`src/rtl/pfu_pkg.sv`:
```
package pfu_pkg;

  localparam int REG_AW = 5;

  localparam logic [15:0] OPC_IMPLIED = 16'h95C8;
  localparam logic [6:0]  OPC_HI7     = 7'b1001000;
  localparam logic [3:0]  NIB_PLAIN   = 4'b0100;
  localparam logic [3:0]  NIB_INC     = 4'b0101;

  typedef enum logic [1:0] {
    ST_IDLE   = 2'd0,
    ST_FETCH  = 2'd1,
    ST_WRITE  = 2'd2,
    ST_FINISH = 2'd3
  } pfuState_e;

  typedef struct packed {
    logic              valid;
    logic [REG_AW-1:0] dest;
    logic              postInc;
    logic              undef;
  } pfuDec_t;

  typedef struct packed {
    logic capture;
    logic memRd;
    logic byteWr;
    logic finish;
    logic active;
  } pfuStrobe_t;

endpackage

```
`src/rtl/pfu_decode.sv`:
```
module pfu_decode
  import pfu_pkg::*;
(
  input  logic [15:0] instWord,
  output pfuDec_t     dec
);

  logic isImplied;
  logic isPlain;
  logic isInc;

  always_comb begin
    isImplied = (instWord == OPC_IMPLIED);
    isPlain   = (instWord[15:9] == OPC_HI7) && (instWord[3:0] == NIB_PLAIN);
    isInc     = (instWord[15:9] == OPC_HI7) && (instWord[3:0] == NIB_INC);
  end

  always_comb begin
    dec = '0;
    if (isImplied) begin
      dec.valid = 1'b1;
      dec.dest  = '0;
    end else if (isPlain || isInc) begin
      dec.valid   = 1'b1;
      dec.dest    = instWord[8:4];
      dec.postInc = isInc;
    end
    dec.undef = dec.postInc && (dec.dest[REG_AW-1:1] == '1);
  end

endmodule

```
`src/rtl/pfu_ctrl.sv`:
```
module pfu_ctrl
  import pfu_pkg::*;
(
  input  logic       clk,
  input  logic       rstN,
  input  logic       instValid,
  input  logic       decValid,
  output pfuStrobe_t stb,
  output logic       busy,
  output logic       done
);

  pfuState_e state;
  pfuState_e stateNext;
  logic      accept;

  assign accept = (state == ST_IDLE) && instValid && decValid;

  always_comb begin
    stateNext = state;
    unique case (state)
      ST_IDLE:   if (accept) stateNext = ST_FETCH;
      ST_FETCH:  stateNext = ST_WRITE;
      ST_WRITE:  stateNext = ST_FINISH;
      ST_FINISH: stateNext = ST_IDLE;
      default:   stateNext = ST_IDLE;
    endcase
  end

  always_ff @(posedge clk) begin
    if (!rstN) state <= ST_IDLE;
    else       state <= stateNext;
  end

  always_comb begin
    stb         = '0;
    stb.capture = accept;
    stb.memRd   = (state == ST_FETCH);
    stb.byteWr  = (state == ST_WRITE);
    stb.finish  = (state == ST_FINISH);
    stb.active  = (state != ST_IDLE);
  end

  assign busy = stb.active;
  assign done = stb.finish;

endmodule

```
`src/rtl/pfu_datapath.sv`:
```
module pfu_datapath
  import pfu_pkg::*;
#(
  parameter int ADDR_W = 16,
  parameter int WORD_W = 16,
  parameter int BYTE_W = 8
) (
  input  logic              clk,
  input  logic              rstN,
  input  pfuStrobe_t        stb,
  input  pfuDec_t           dec,
  input  logic [ADDR_W-1:0] zIn,
  input  logic [WORD_W-1:0] pmemData,
  output logic              pmemRd,
  output logic [ADDR_W-2:0] pmemAddr,
  output logic              rfWrEn,
  output logic [REG_AW-1:0] rfWrAddr,
  output logic [BYTE_W-1:0] rfWrData,
  output logic              zWrEn,
  output logic [ADDR_W-1:0] zWrData,
  output logic              undefFlag
);

  localparam int LANES     = WORD_W / BYTE_W;
  localparam int LANE_BITS = $clog2(LANES);

  logic [ADDR_W-1:0] zReg;
  logic [REG_AW-1:0] destReg;
  logic              incReg;
  logic              undefReg;
  logic [BYTE_W-1:0] laneArr [LANES];

  always_ff @(posedge clk) begin
    if (!rstN) begin
      zReg     <= '0;
      destReg  <= '0;
      incReg   <= 1'b0;
      undefReg <= 1'b0;
    end else if (stb.capture) begin
      zReg     <= zIn;
      destReg  <= dec.dest;
      incReg   <= dec.postInc;
      undefReg <= dec.undef;
    end
  end

  for (genvar g = 0; g < LANES; g++) begin : g_lane
    assign laneArr[g] = pmemData[g*BYTE_W +: BYTE_W];
  end

  assign pmemRd    = stb.memRd;
  assign pmemAddr  = zReg[ADDR_W-1:LANE_BITS];
  assign rfWrEn    = stb.byteWr;
  assign rfWrAddr  = destReg;
  assign rfWrData  = laneArr[zReg[LANE_BITS-1:0]];
  assign zWrEn     = stb.finish && incReg;
  assign zWrData   = zReg + 1'b1;
  assign undefFlag = stb.active && undefReg;

endmodule

```
`src/rtl/pmem_byte_fetch.sv`:
```
module pmem_byte_fetch
  import pfu_pkg::*;
#(
  parameter int ADDR_W = 16,
  parameter int WORD_W = 16,
  parameter int BYTE_W = 8
) (
  input  logic              clk,
  input  logic              rstN,
  input  logic              instValid,
  input  logic [15:0]       instWord,
  output logic              busy,
  output logic              done,
  output logic              undefFlag,
  input  logic [ADDR_W-1:0] zIn,
  output logic              pmemRd,
  output logic [ADDR_W-2:0] pmemAddr,
  input  logic [WORD_W-1:0] pmemData,
  output logic              rfWrEn,
  output logic [4:0]        rfWrAddr,
  output logic [BYTE_W-1:0] rfWrData,
  output logic              zWrEn,
  output logic [ADDR_W-1:0] zWrData
);

  pfuDec_t    dec;
  pfuStrobe_t stb;

  pfu_decode u_dec (
    .instWord (instWord),
    .dec      (dec)
  );

  pfu_ctrl u_ctrl (
    .clk       (clk),
    .rstN      (rstN),
    .instValid (instValid),
    .decValid  (dec.valid),
    .stb       (stb),
    .busy      (busy),
    .done      (done)
  );

  pfu_datapath #(
    .ADDR_W (ADDR_W),
    .WORD_W (WORD_W),
    .BYTE_W (BYTE_W)
  ) u_dp (
    .clk       (clk),
    .rstN      (rstN),
    .stb       (stb),
    .dec       (dec),
    .zIn       (zIn),
    .pmemData  (pmemData),
    .pmemRd    (pmemRd),
    .pmemAddr  (pmemAddr),
    .rfWrEn    (rfWrEn),
    .rfWrAddr  (rfWrAddr),
    .rfWrData  (rfWrData),
    .zWrEn     (zWrEn),
    .zWrData   (zWrData),
    .undefFlag (undefFlag)
  );

endmodule

```
`config.mk`:
```
export PLATFORM = sky130hd
export DESIGN_NAME = pmem_byte_fetch
export DESIGN_NICKNAME = d
export VERILOG_FILES = /design/src/rtl/pfu_pkg.sv /design/src/rtl/pfu_decode.sv /design/src/rtl/pfu_ctrl.sv /design/src/rtl/pfu_datapath.sv /design/src/rtl/pmem_byte_fetch.sv
export SDC_FILE = /design/constraint.sdc
export NUM_CORES = 1
export LEC_CHECK = 0
export BUFFER_PORTS_ARGS = -buffer_cell sky130_fd_sc_hd__buf_4
export CORE_MARGIN = 2
export CORE_UTILIZATION = 46
export DETAILED_ROUTE_END_ITERATION = 7
export GPL_ROUTABILITY_DRIVEN = 0
export PLACE_DENSITY = 0.94
export SKIP_CTS_REPAIR_TIMING = 1
export SYNTH_ARGS = -nofsm -noshare
export SYNTH_HDL_FRONTEND = slang
export SYNTH_SLANG_ARGS = --single-unit
```
`constraint.sdc`:
```
create_clock -name clk -period 3.8 [get_ports clk]
set_input_delay 0 -clock clk [delete_from_list [all_inputs] [get_ports clk]]
set_output_delay 0 -clock clk [all_outputs]
set_load 0.005 [all_outputs]
```
==> impl_metrics.ini <==
[pwr]
switching_share_pct = 23.1
p_comb_share_pct = 19.9
clkPwrFrac_pct = 25.0
total_power_uw = 478
seqPwrFrac_pct = 55.1
p_int_uw = 367
vdd_ir_drop_max_v = 0.0000949
switchingPower_uw = 110
p_leak_nw = 1.16
power.density_nw_per_um2 = 191

[synth]
ys.warnings.count = 0
synth_area_sq_um = 1610
yosysMostFrequentCell = nand2_1
synthCells = 183
ys_types = 31
syn-num-nets = 239
yosys-top-cells-count = nand2_1 (42), dfxtp_1 (25), mux2i_1 (17)
synth_edf_count = 0
synth_area_leaders = dfxtp_1 (31%), mux2i_1 (11%), nand2_1 (9.8%), buf_4 (7.0%), mux2_2 (5.6%)
synth_seq_cells = 25
postSynthAreaPerCell_sq_um = 8.79
async_flop_share_pct = 0
synth_top_cell_by_area = dfxtp_1
synth_ff_type = dfxtp_1
ys_seq_area_share_pct = 31.1
synth_top_area_share_pct = 31.1

[route]
drt-pass1-iter-count = 4
ant_nets = 0
via_count = 1671
viasPerCell = 5.05
wl_per_cell_um = 13.4
drcViolationCount = 0
drt-total-wl_um = 4420
drtIter0Drc = 77

[clocking]
clk_pin_slew_ns = 0.13
numCtsBuffers = 3
clock_sinks = 25
cts_root_buffer = clkbuf_4
cts_tree = built
cts_buffer_depth = 2
clock_latency_ns = 0.32
htreeDepth = 1

[critical_path]
worstPathRequired_ns = 4.04
ff2ff_path_depth = 6
slowest_delay_ns = 0.83
end_kind = flop
r2r_end = u_dp.zReg[13]
crit_path_cell_trace = dlygate4sd3_1 -> buf_4 -> or4b_4 -> o41ai_4 -> and2_1 -> mux2i_1
critPathMaxFanout = 17
r2r_start = u_ctrl.state[0]
cp_slowest_cell = and2_1
cp_data_arrival_time_ns = 2.58
path_class = in2reg
start_kind = primary input
reg2reg_slack_ns = 1.47

[timing]
finalClockSkew_ns = 0.00233
drv_slew = 0
finalHoldViolCount = 0
worstMarginPinSlew_ns = 0.978
rsz0062_at_grt = no
period_needed_ns = 2.34
finalSetupViolations = 0
fmax_ghz = 0.428
fin_crit_sh_pct = 61.5
setup_tns_ns = 0
maxSlewHeadroom_pct = 34.8

[placement]
dp_hpwl_um = 3140
placed_cell_area_sq_um = 2240
place.port_buffers = 100

[die]
die_area_sq_um = 3980
pin_count = 101
initial_core_util_pct = 48.2
core_area_sq_um = 3340
rows = 21
die_x_um = 63.1
die_h_um = 63.1

[global_routing]
grt_pass1_vias = 1502
antenna_found_initial = 0
grt_pass1_wl_um = 6290
grt_use_total_pct = 19.3
grt_overflow_total = 0
grt_max_degree = 44

[cells_and_area]
stdcell_area_sq_um = 2500
nets = 342
syn2layout_area_growth_pct = 55.4
drive_above_1_share_pct = 40.7
diodes = 0

[min_path]
hold_start = instWord[1]
holdPathStages = 5
min_path_type = in2reg
hold_end = u_dp.undefReg

[outcome]
outcome = completed

[job]
maxCapViolations = 0
[how the worst max path moves through the flow]
stage / start / end / depth (start not counted)
floorplan: u_ctrl.state[0] / u_dp.zReg[0] / 8
global placement: u_ctrl.state[0] / u_dp.zReg[5] / 6
detailed placement: u_ctrl.state[0] / u_dp.zReg[9] / 6
CTS: u_ctrl.state[0] / u_dp.zReg[9] / 6
global route: u_ctrl.state[0] / u_dp.zReg[13] / 6
finish: instWord[5] / u_dp.zReg[13] / 6
[placed cells by master (no fill, tap or decap)]
master and instances:
inv_1 7, a32o_1 6, and4_1 2, or4b_4 1
or4bb_1 1, buf_4 100, and3_1 1, and2_1 6
nand2_1 42, nor3_1 3, clkbuf_4 3, o21ai_1 1
nor4_2 1, a31oi_1 1, dlygate4sd3_1 23, o41ai_4 1
xnor2_1 10, nand4_1 6, xor2_1 4, mux2i_1 17
ha_1 5, nor2_1 2, a21oi_1 1, or3b_2 1
dfxtp_1 25, nand3_1 3, o21ai_0 1, nor2b_1 1
mux2_2 8, or2_2 1, clkbuf_1 1
[per-stage QoR]
stage               worst slack [ns]  hold slack (ns)  cells  utilization, %
finish                          1.46            0.100    331            74.9
global route                    1.23            0.116    331            74.9
CTS                             1.50           -0.106    308            68.0
floorplan                       2.17            0.126    183               -
global placement                1.67            0.224    304            67.2
detailed placement              1.53            0.230    304            67.2
[logic make-up (layout without fill, tap and decap cells)]
| kind of cell | count (synthesis) | in the layout | synth area share [%] |
|---|---|---|---|
| multiplexers | 25 | 25 | 16.2 |
| XOR/XNOR | 14 | 14 | 7.63 |
| adder cells (fa/ha/maj) | 5 | 5 | 3.89 |
| flip-flops | 25 | 25 | 31.1 |
| AND/OR/NAND/NOR | 71 | 71 | 21.9 |
| AO/OA/AOI/OAI | 11 | 11 | 6.77 |
| buffers and inverters | 32 | 134 | 12.5 |
[flip-flops by register name (all words and copies together), names as in the netlist]
register / cells
u_ctrl.state: 2
u_dp.incReg: 1
u_dp.rfWrAddr: 5
u_dp.undefReg: 1
u_dp.zReg: 16
[critical path: cells and delay by family]
kind            cells  cell delay [ns]
buf+inv             2             0.67
compound gates      1             0.26
simple gates        2             1.35
mux                 1             0.30
[area by class of cell]
cell class | count | area (sq um)
timing repair buffer | 123 | 981
multi-input combinational | 126 | 907
fill | 247 | 838
sequential | 25 | 500
tap | 46 | 57.6
clock buffer | 4 | 26.3
inverter | 7 | 26.3
[power groups by stage]
stage | registers (mW) | logic [mW] | clock network, mW
3_3_place_gp | 0.269 | 0.0736 | 0
4_1_cts | 0.263 | 0.0753 | 0.121
5_1_grt | 0.263 | 0.102 | 0.131
2_1_floorplan | 0.269 | 0.0242 | 0
6_report | 0.263 | 0.0949 | 0.120
3_5_place_dp | 0.269 | 0.0751 | 0
[routing by layer]
layer  vias to the layer above  track usage (%)  wire (um)
met5                         -                0          0
met4                         0             8.61        123
met3                        13             2.68        246
met2                        83             35.0       2240
met1                       761             22.3       1810
li1                        814                -          -
(Power assumes the default switching activity.)
